[src/rtl/tmr8_pkg.sv]
`timescale 1ns/1ps
package tmr8_pkg;
    typedef enum logic [1:0] {
        WM_NORMAL = 2'b00,
        WM_PHASE  = 2'b01,
        WM_CTC    = 2'b10,
        WM_FAST   = 2'b11
    } wave_mode_e;

    typedef enum logic [1:0] {
        OM_OFF  = 2'b00,
        OM_ALT  = 2'b01,
        OM_LOW  = 2'b10,
        OM_HIGH = 2'b11
    } out_mode_e;

    typedef enum logic {
        DIR_UP   = 1'b0,
        DIR_DOWN = 1'b1
    } dir_e;
endpackage

[src/rtl/tmr8_prescale.sv]
`timescale 1ns/1ps
module tmr8_prescale #(
    parameter int PRE_W = 10
) (
    input  logic       clk_i,
    input  logic       rst_i,
    input  logic [2:0] sel_i,
    output logic       tick_o
);
    logic [PRE_W-1:0] pre_q;

    always_ff @(posedge clk_i) begin
        if (rst_i) pre_q <= '0;
        else       pre_q <= pre_q + 1'b1;
    end

    // divide ratios 1, 8, 64, 256, 1024 for codes 1..5; other codes halt
    always_comb begin
        unique case (sel_i)
            3'd1:    tick_o = 1'b1;
            3'd2:    tick_o = &pre_q[2:0];
            3'd3:    tick_o = &pre_q[5:0];
            3'd4:    tick_o = &pre_q[7:0];
            3'd5:    tick_o = &pre_q[9:0];
            default: tick_o = 1'b0;
        endcase
    end
endmodule

[src/rtl/tmr8_count.sv]
`timescale 1ns/1ps
module tmr8_count
    import tmr8_pkg::*;
#(
    parameter int CNT_W = 8
) (
    input  logic             clk_i,
    input  logic             rst_i,
    input  logic [1:0]       mode_i,
    input  logic             tick_i,
    input  logic [CNT_W-1:0] cmp_i,
    output logic [CNT_W-1:0] cnt_o,
    output logic             hit_now_o,
    output logic             next_down_o,
    output logic             match_o,
    output logic             ovf_o
);
    localparam logic [CNT_W-1:0] TOP = {CNT_W{1'b1}};
    localparam logic [CNT_W-1:0] ONE = CNT_W'(1);

    wave_mode_e       mode;
    dir_e             dir_q, dir_d;
    logic [CNT_W-1:0] cnt_q, cnt_d, buf_q, cmp_eff;
    logic             pwm, ovf_d, match_q, ovf_q;

    assign mode    = wave_mode_e'(mode_i);
    assign pwm     = (mode == WM_PHASE) || (mode == WM_FAST);
    assign cmp_eff = pwm ? buf_q : cmp_i;
    assign hit_now_o   = tick_i && (cnt_q == cmp_eff);
    assign next_down_o = (dir_q == DIR_UP) ? ((mode == WM_PHASE) && (cnt_q == TOP))
                                           : (cnt_q != '0);

    // state register
    always_ff @(posedge clk_i) begin
        if (rst_i) begin
            dir_q   <= DIR_UP;
            cnt_q   <= '0;
            buf_q   <= '0;
            match_q <= 1'b0;
            ovf_q   <= 1'b0;
        end else begin
            dir_q   <= dir_d;
            cnt_q   <= cnt_d;
            match_q <= hit_now_o;
            ovf_q   <= ovf_d;
            if (!pwm || (tick_i && cnt_q == TOP)) buf_q <= cmp_i;
        end
    end

    // next-state logic
    always_comb begin
        cnt_d = cnt_q;
        dir_d = (mode == WM_PHASE) ? dir_q : DIR_UP;
        ovf_d = 1'b0;
        if (tick_i) begin
            unique case (mode)
                WM_NORMAL, WM_FAST: begin
                    ovf_d = (cnt_q == TOP);
                    cnt_d = cnt_q + ONE;
                end
                WM_CTC: begin
                    ovf_d = (cnt_q == TOP);
                    cnt_d = (cnt_q == cmp_i) ? '0 : cnt_q + ONE;
                end
                WM_PHASE: begin
                    unique case (dir_q)
                        DIR_UP: begin
                            if (cnt_q == TOP) begin
                                dir_d = DIR_DOWN;
                                cnt_d = cnt_q - ONE;
                            end else begin
                                cnt_d = cnt_q + ONE;
                            end
                        end
                        DIR_DOWN: begin
                            if (cnt_q == '0) begin
                                dir_d = DIR_UP;
                                cnt_d = ONE;
                                ovf_d = 1'b1;
                            end else begin
                                cnt_d = cnt_q - ONE;
                            end
                        end
                    endcase
                end
            endcase
        end
    end

    assign cnt_o   = cnt_q;
    assign match_o = match_q;
    assign ovf_o   = ovf_q;

    p_ctc_wrap_r4: assert property (@(posedge clk_i) disable iff (rst_i)
        (mode == WM_CTC && tick_i && cnt_q == cmp_i) |=> (cnt_q == '0));
    p_phase_turn_r7: assert property (@(posedge clk_i) disable iff (rst_i)
        (mode == WM_PHASE && tick_i && cnt_q == TOP) |=> (dir_q == DIR_DOWN && cnt_q == TOP - ONE));
    p_buf_hold_r9: assert property (@(posedge clk_i) disable iff (rst_i)
        (pwm && !(tick_i && cnt_q == TOP)) |=> $stable(buf_q));
    p_ovf_single_r11: assert property (@(posedge clk_i) disable iff (rst_i)
        ovf_q |=> !ovf_q);
endmodule

[src/rtl/tmr8_wavegen.sv]
`timescale 1ns/1ps
module tmr8_wavegen
    import tmr8_pkg::*;
#(
    parameter int CNT_W = 8
) (
    input  logic             clk_i,
    input  logic             rst_i,
    input  logic [1:0]       mode_i,
    input  logic [1:0]       omode_i,
    input  logic             tick_i,
    input  logic [CNT_W-1:0] cnt_i,
    input  logic             hit_i,
    input  logic             next_down_i,
    output logic             wave_o,
    output logic             en_o
);
    localparam logic [CNT_W-1:0] TOP = {CNT_W{1'b1}};

    wave_mode_e mode;
    out_mode_e  om;
    logic       pwm, wave_q, wave_d;

    assign mode = wave_mode_e'(mode_i);
    assign om   = out_mode_e'(omode_i);
    assign pwm  = (mode == WM_PHASE) || (mode == WM_FAST);
    assign en_o = (om != OM_OFF) && !(pwm && om == OM_ALT);

    always_ff @(posedge clk_i) begin
        if (rst_i) wave_q <= 1'b0;
        else       wave_q <= wave_d;
    end

    always_comb begin
        wave_d = wave_q;
        unique case (mode)
            WM_NORMAL, WM_CTC: begin
                if (hit_i) begin
                    unique case (om)
                        OM_OFF:  wave_d = wave_q;
                        OM_ALT:  wave_d = ~wave_q;
                        OM_LOW:  wave_d = 1'b0;
                        OM_HIGH: wave_d = 1'b1;
                    endcase
                end
            end
            WM_FAST: begin
                if (tick_i && cnt_i == TOP) begin
                    if (om == OM_LOW)       wave_d = 1'b1;
                    else if (om == OM_HIGH) wave_d = 1'b0;
                end else if (hit_i) begin
                    if (om == OM_LOW)       wave_d = 1'b0;
                    else if (om == OM_HIGH) wave_d = 1'b1;
                end
            end
            WM_PHASE: begin
                if (hit_i) begin
                    if (om == OM_LOW)       wave_d = next_down_i;
                    else if (om == OM_HIGH) wave_d = !next_down_i;
                end
            end
        endcase
    end

    assign wave_o = wave_q;

    p_off_hold_r2: assert property (@(posedge clk_i) disable iff (rst_i)
        !en_o |=> $stable(wave_q));
    p_toggle_r3: assert property (@(posedge clk_i) disable iff (rst_i)
        ((mode == WM_NORMAL || mode == WM_CTC) && om == OM_ALT && hit_i) |=> (wave_q != $past(wave_q)));
    p_fast_bottom_r5: assert property (@(posedge clk_i) disable iff (rst_i)
        (mode == WM_FAST && om == OM_HIGH && tick_i && cnt_i == TOP) |=> !wave_q);
endmodule

[src/rtl/tmr8_pwm_top.sv]
`timescale 1ns/1ps
module tmr8_pwm_top #(
    parameter int CNT_W = 8,
    parameter int PRE_W = 10
) (
    input  logic             clk_i,
    input  logic             rst_i,
    input  logic [1:0]       wave_mode_i,
    input  logic [1:0]       out_mode_i,
    input  logic [2:0]       clk_sel_i,
    input  logic [CNT_W-1:0] cmp_i,
    output logic             wave_o,
    output logic             wave_en_o,
    output logic [CNT_W-1:0] count_o,
    output logic             match_o,
    output logic             ovf_o
);
    logic tick, hit_now, next_down;

    tmr8_prescale #(.PRE_W(PRE_W)) u_pre (
        .clk_i(clk_i), .rst_i(rst_i), .sel_i(clk_sel_i), .tick_o(tick)
    );

    tmr8_count #(.CNT_W(CNT_W)) u_cnt (
        .clk_i(clk_i), .rst_i(rst_i), .mode_i(wave_mode_i), .tick_i(tick),
        .cmp_i(cmp_i), .cnt_o(count_o), .hit_now_o(hit_now),
        .next_down_o(next_down), .match_o(match_o), .ovf_o(ovf_o)
    );

    tmr8_wavegen #(.CNT_W(CNT_W)) u_wave (
        .clk_i(clk_i), .rst_i(rst_i), .mode_i(wave_mode_i), .omode_i(out_mode_i),
        .tick_i(tick), .cnt_i(count_o), .hit_i(hit_now),
        .next_down_i(next_down), .wave_o(wave_o), .en_o(wave_en_o)
    );

    p_stop_hold_r10: assert property (@(posedge clk_i) disable iff (rst_i)
        (clk_sel_i == 3'd0 || clk_sel_i == 3'd6 || clk_sel_i == 3'd7) |=> $stable(count_o));
endmodule

[config.mk]
export PLATFORM = sky130hd
export DESIGN_NAME = tmr8_pwm_top
export DESIGN_NICKNAME = d
export VERILOG_FILES = /design/src/rtl/tmr8_pkg.sv /design/src/rtl/tmr8_prescale.sv /design/src/rtl/tmr8_count.sv /design/src/rtl/tmr8_wavegen.sv /design/src/rtl/tmr8_pwm_top.sv
export SDC_FILE = /design/constraint.sdc
export NUM_CORES = 1
export LEC_CHECK = 0
export BUFFER_PORTS_ARGS = -buffer_cell sky130_fd_sc_hd__clkbuf_2
export CAP_MARGIN = 20
export CORE_ASPECT_RATIO = 0.75
export CORE_MARGIN = 5
export CORE_UTILIZATION = 52
export CTS_CLUSTER_DIAMETER = 30
export DETAILED_ROUTE_END_ITERATION = 7
export PLACE_DENSITY = 0.78
export SETUP_SLACK_MARGIN = 0.4
export SLEW_MARGIN = 10
export SYNTH_ARGS = -nofsm -noshare
export SYNTH_HDL_FRONTEND = slang
export SYNTH_SLANG_ARGS = --single-unit
[constraint.sdc]
create_clock -name clk_i -period 2.7 [get_ports clk_i]
set_clock_uncertainty 0.05 [all_clocks]
set_input_delay 0.135 -clock clk_i [delete_from_list [all_inputs] [get_ports clk_i]]
set_output_delay 0.135 -clock clk_i [all_outputs]
set_load 0.02 [all_outputs]
Word-level counts from Yosys, hierarchy flattened --
Cells that the tools add are included. Widths: inputs -> output; s select.
Storage, ports and cells: bits in registers 30, bits of input ports 17, output and inout bits 12, word-level logic and storage cells 86
Cells by class: add/subtract/negate cells 3, equal/unequal tests 20, mux-type cells 29, bitwise operators 3, reductions and logical operators 24
Operators by type and width (number):
- $mux 8 | 4
- $pmux 8 s3 | 1
- $mux 1 | 18
- $eq 8x8->1 | 2
- $pmux 8 s2 | 1
- $reduce_and 6->1 | 2
- $add 10x1->10 const B | 1
- $reduce_and 10->1 | 1
- $add 8x1->8 const B | 1
- $eq 2x2->1 const B | 4
- $eq 8x8->1 const B | 1
- $logic_not 8->1 | 1
- $reduce_and 8->1 | 1
- $reduce_bool 8->1 | 1
- $sub 8x1->8 const B | 1
- $eq 3x2->1 const B | 2
- $eq 3x3->1 const B | 2
- $ne 2x2->1 const B | 3
- $ne 3x1->1 const B | 2
- $pmux 1 s3 | 2
- $reduce_or 2->1 | 3
- $logic_and 1x1->1 | 5
- $pmux 1 s5 | 1
- $eq 2x1->1 const B | 2
- other kinds (10) | 17

Depth between registers and ports, before layout --
depth after elaboration 8, gate-level depth with buffers 10, mapped depth without buffers 9

Cells and area by module --
A second synthesis with hierarchy kept.
Unflattened totals: cell total of the unflattened synthesis 258, area total of the unflattened synthesis 2177.1 µm²
Modules (own cells, without submodules):
- tmr8_count | times used 1, cells an instance 182, area an instance 1531.5 µm², seq. area each 380.4 µm²
- tmr8_prescale | times used 1, cells an instance 53, area an instance 495.5 µm², seq. area each 200.2 µm²
- tmr8_wavegen | times used 1, cells an instance 23, area an instance 150.1 µm², seq. area each 20.0 µm²

Worst setup path after synthesis --
OpenSTA, ideal clock, no wires.
path kind register to register, from register u_cnt.cnt_q[1] (netlist: u_cnt.cnt_o[1]), to register u_wave.wave_q (netlist: u_wave.wave_o), setup time 128 ps, arrival time 2204 ps, required time 2522 ps, path slack 318 ps, cell stages (with the launch flop) 9, path buffers 0, cell sequence dfxtp_1 -> ha_1 -> and4_4 -> nand2_4 -> or4_1 -> a21o_1 -> a211oi_2 -> mux2i_1 -> nor2_1
Between the ends: word-level cells in the longest chain between the ends 8, elaborated cells on any way between the ends 17, those cells by class eq/ne: 5; mux: 6; reduce/logical: 6
Ends and longest elaborated chain:
- start, declared | line tmr8_count.sv:23 | logic [CNT_W-1:0] cnt_q, cnt_d, buf_q, cmp_eff;
- start signal, assigned | line tmr8_count.sv:43 | cnt_q <= cnt_d;
- $eq 8x8->1 | line tmr8_count.sv:30, tmr8_wavegen.sv:48
- $logic_and 1x1->1 | line tmr8_count.sv:30 | assign next_down_o = (dir_q == DIR_UP) ? ((mode == WM_PHASE) && (cnt_q == TOP))
- $mux 1 | line tmr8_count.sv:30
- $logic_not 1->1 | line tmr8_wavegen.sv:59 | else if (om == OM_HIGH) wave_d = !next_down_i;
- $mux 1 | line tmr8_wavegen.sv:59
- $mux 1 | line tmr8_wavegen.sv:58 | if (om == OM_LOW) wave_d = next_down_i;
- $mux 1 | line tmr8_wavegen.sv:57 | if (hit_i) begin
- $pmux 1 s3 | line tmr8_wavegen.sv:36 | unique case (mode)
- end signal, assigned | line tmr8_wavegen.sv:31 | else wave_q <= wave_d;
- end, declared | line tmr8_wavegen.sv:22 | logic pwm, wave_q, wave_d;
Parallel ways exist; a longest one is shown, timed or not. The select of a mux whose other input is x is not followed. A chain may end at the register's enable or synchronous reset.

Worst setup path in the final report --
Ends and elaborated chain as after synthesis.

==> out/results.txt <==
Status: finished, final reports clean
Fin worst setup slack: 487 ps
Reg2Reg Setup Slack: 490 ps
CTS tree: done
CP Max Fanout: 7
Via Count: 2,038
Register area: 608 um^2
Final hold vios: 0
Syn Nets: 285
First-pass GRT wire length: 9350 um
Residual DRC: 0
# rows: 20
Finished Core Util: 62.6%
GRT overflow: 0
Fmax: 452 MHz
CP max-delay cell: dfxtp_4
R2r startpoint: u_cnt.cnt_o[1]$_SDFFE_PP0N_
Die Width: 83.2 um
RSZ-0062 raised after global routing: yes
Wire length per cell: 15.7 um
Setup CP Type: reg2reg
Worst-path clk slew: 70 ps
Most frequent cells in the layout: clkbuf_2 (28), dfxtp_1 (26), nor2_1 (23)
Path depth of the worst reg2reg path: 8
Flop pwr share: 42.3%
Placement Setup Slack: 391 ps
CTS sink count: 30
Pleak: 0.00101 uW
Clock share of power: 40.6%
Vias per inst: 5.87
Worst Setup SP: u_cnt.cnt_o[1]$_SDFFE_PP0N_
CP max stage delay: 400 ps
Worst-path cell chain: ha_4 -> and4_4 -> nand2_4 -> or4_1 -> a21o_1 -> a211oi_2 -> mux2i_1 -> nor2_1
WP data arrival: 2310 ps
1st-pass router iterations: 4
# diodes: 0
GR Util All Layers: 21.4%
Layout cells sized above 1: 23.6%
Req. time, crit path: 2800 ps
Initial antenna violation count: 0
Area of the multi-input gates: 1430 um^2
Ys Warns: 0
TritonCTS buffer count: 5
CTS H-Tree Depth: 2
Antenna-violating nets left: 0
Power after layout: 1120 uW
RePlAce Congestion: 0.922
Top cell type's share of synthesized area: 28.8%
P_sw: 300 uW
Longest Clk Path Bufs: 2
Post-DP HPWL: 3910 um
Fillers: 365
Worst hold path type: in2reg
Initial core utilization: 52.8%
Int Pwr: 816 uW
Core ar.: 3950 um^2
Worst slew pin tran: 662 ps
Die Area: 5400 um^2
FFs w/ async S/R, synth: 0%
Largest net degree at the start of global routing: 31
Reg2reg end: u_wave.wave_o$_SDFFE_PP0P_
Clock Latency Late Sink: 290 ps
Area delta synth->final: 18.6%
VDD IR max: 0.358 mV
Tcrit/Tclk final: 82.0%
CTS root buf: clkbuf_8
Hold slack: 72.6 ps
Power Dens Cells: 451 nW/um^2
Fin nets: 317
Top cells by area, synth: dfxtp_1 (29%), xnor2_1 (6.7%), ha_1 (5.4%)
Number of flops mapped to enable cells by yosys: 0
Die height: 64.9 um
Comb pwr share: 17.0%
Crit start category: flip-flop
Most common cell after layout, fill and taps aside: clkbuf_2
Port bufs: 28
Worst rel slew slack: 55.9%
Cells after synthesis: 259
DR iter-0 viols: 161
CP Capture Point: u_wave.wave_o$_SDFFE_PP0P_
Post-Synthesis Cell Area: 2090 um^2
Sw Share: 26.9%
CP endpoint kind: flip-flop
Hold Buf Count CTS: 0
Setup-failing EPs final: 0
I/O pins: 29
Fin crit period: 2210 ps
Distinct cells, synth: 56
Slew Limit Fails: 0
Fin Setup TNS: 0 ps
Register area share after synthesis: 28.8%
Vias in the first global route: 1,936
Number of max-cap violations: 0
DRT Wirelength: 5470 um
Syn_area_per_cell: 8.06 um^2
Main flop type after synthesis: dfxtp_1
FF+latch count, synth: 30
Largest area contributor in the netlist: dfxtp_1
power by group through the flow:
stage | combinational, uW | sequential (uW) | clock [uW]
4_1_cts | 183 | 470 | 454
5_1_grt | 212 | 474 | 479
2_1_floorplan | 127 | 481 | 0
3_3_place_gp | 179 | 480 | 0
6_report | 190 | 472 | 453
3_5_place_dp | 181 | 480 | 0
final cells by class:
type | instances | area share, %
inverter | 8 | 1.21
sequential | 30 | 24.6
multi-input combinational | 205 | 57.6
timing repair buffer | 41 | 9.60
clock buffer | 7 | 3.08
clock inverter | 1 | 1.21
tap | 55 | 2.78
worst min-delay path by stage:
stage | start | endpoint | cells after the start
2_1_floorplan | cmp_i[4] | u_cnt.buf_q[4]$_SDFFE_PP0P_ | 2
3_3_place_gp | cmp_i[0] | u_cnt.buf_q[0]$_SDFFE_PP0P_ | 3
3_5_place_dp | cmp_i[7] | u_cnt.buf_q[7]$_SDFFE_PP0P_ | 3
4_1_cts | cmp_i[7] | u_cnt.buf_q[7]$_SDFFE_PP0P_ | 3
5_1_grt | cmp_i[0] | u_cnt.buf_q[0]$_SDFFE_PP0P_ | 3
6_report | cmp_i[1] | u_cnt.buf_q[1]$_SDFFE_PP0P_ | 3
cell usage after synthesis, types with 2 or more instances:
master / instances
a41oi_1: 2
nor4bb_1: 2
inv_1: 8
xnor2_1: 16
a31oi_1: 3
nor4_1: 3
mux2i_1: 11
nand4_1: 6
dfxtp_1: 30
clkbuf_1: 9
nand2b_1: 5
nor2_1: 23
o2111ai_1: 3
or4_1: 2
ha_1: 9
nor2b_1: 4
o21ai_0: 12
a31o_2: 2
and3_1: 3
o21bai_1: 2
and2_1: 4
nand2_1: 16
or3_1: 2
buf_2: 3
nor3_1: 8
a221oi_1: 4
nand3_1: 13
a211oi_1: 2
a21o_1: 3
buf_4: 3
xor2_1: 8
a21oi_1: 14
registers in the layout, indices dropped and copies added, names as in the netlist:
register       cells
u_cnt.buf_q        8
u_cnt.cnt_o        8
u_cnt.dir_q        1
u_cnt.match_o      1
u_cnt.ovf_o        1
u_pre.pre_q       10
u_wave.wave_o      1
critical path: cells and delay by family (launching register included):
kind	cells	cell delay [ps]
multiplexers	1	200
adder cells (fa/ha/maj)	1	180
AND/OR/NAND/NOR	4	790
flip-flops	1	400
AO/OA/AOI/OAI	2	450
metal layers:
layer	GRT usage [%]	up-vias	share of wire, %
met2	32.8	85	44
met1	29.2	944	46
met3	5.97	9	8.8
met5	0	-	0
li1	-	1000	-
met4	6.53	0	1.4
logic make-up (layout without fill, tap and decap cells):
kind of cell	after synthesis	count (layout)	synth area share [%]
AND/OR/NAND/NOR	99	99	24.9
AO/OA/AOI/OAI	62	62	20.6
flip-flops	30	30	28.8
XOR/XNOR	24	24	10.1
buffers and inverters	24	57	5.03
multiplexers	11	11	5.27
adder cells (fa/ha/maj)	9	9	5.39
per-stage QoR:
step / std cells / area, um^2
global route: 347 / 2480
floorplan: 259 / 2090
finish: 347 / 2480
detailed placement: 337 / 2310
CTS: 345 / 2420
global placement: 337 / 2310
timing repair:
action | CTS | global route
endpoints found under the setup margin | 2 | 14
pin swaps | 0 | 2
setup buffers | 0 | 2
gates cloned | 0 | 0
gates resized for setup | 3 | 13
Power figures use the tool's default switching activity.
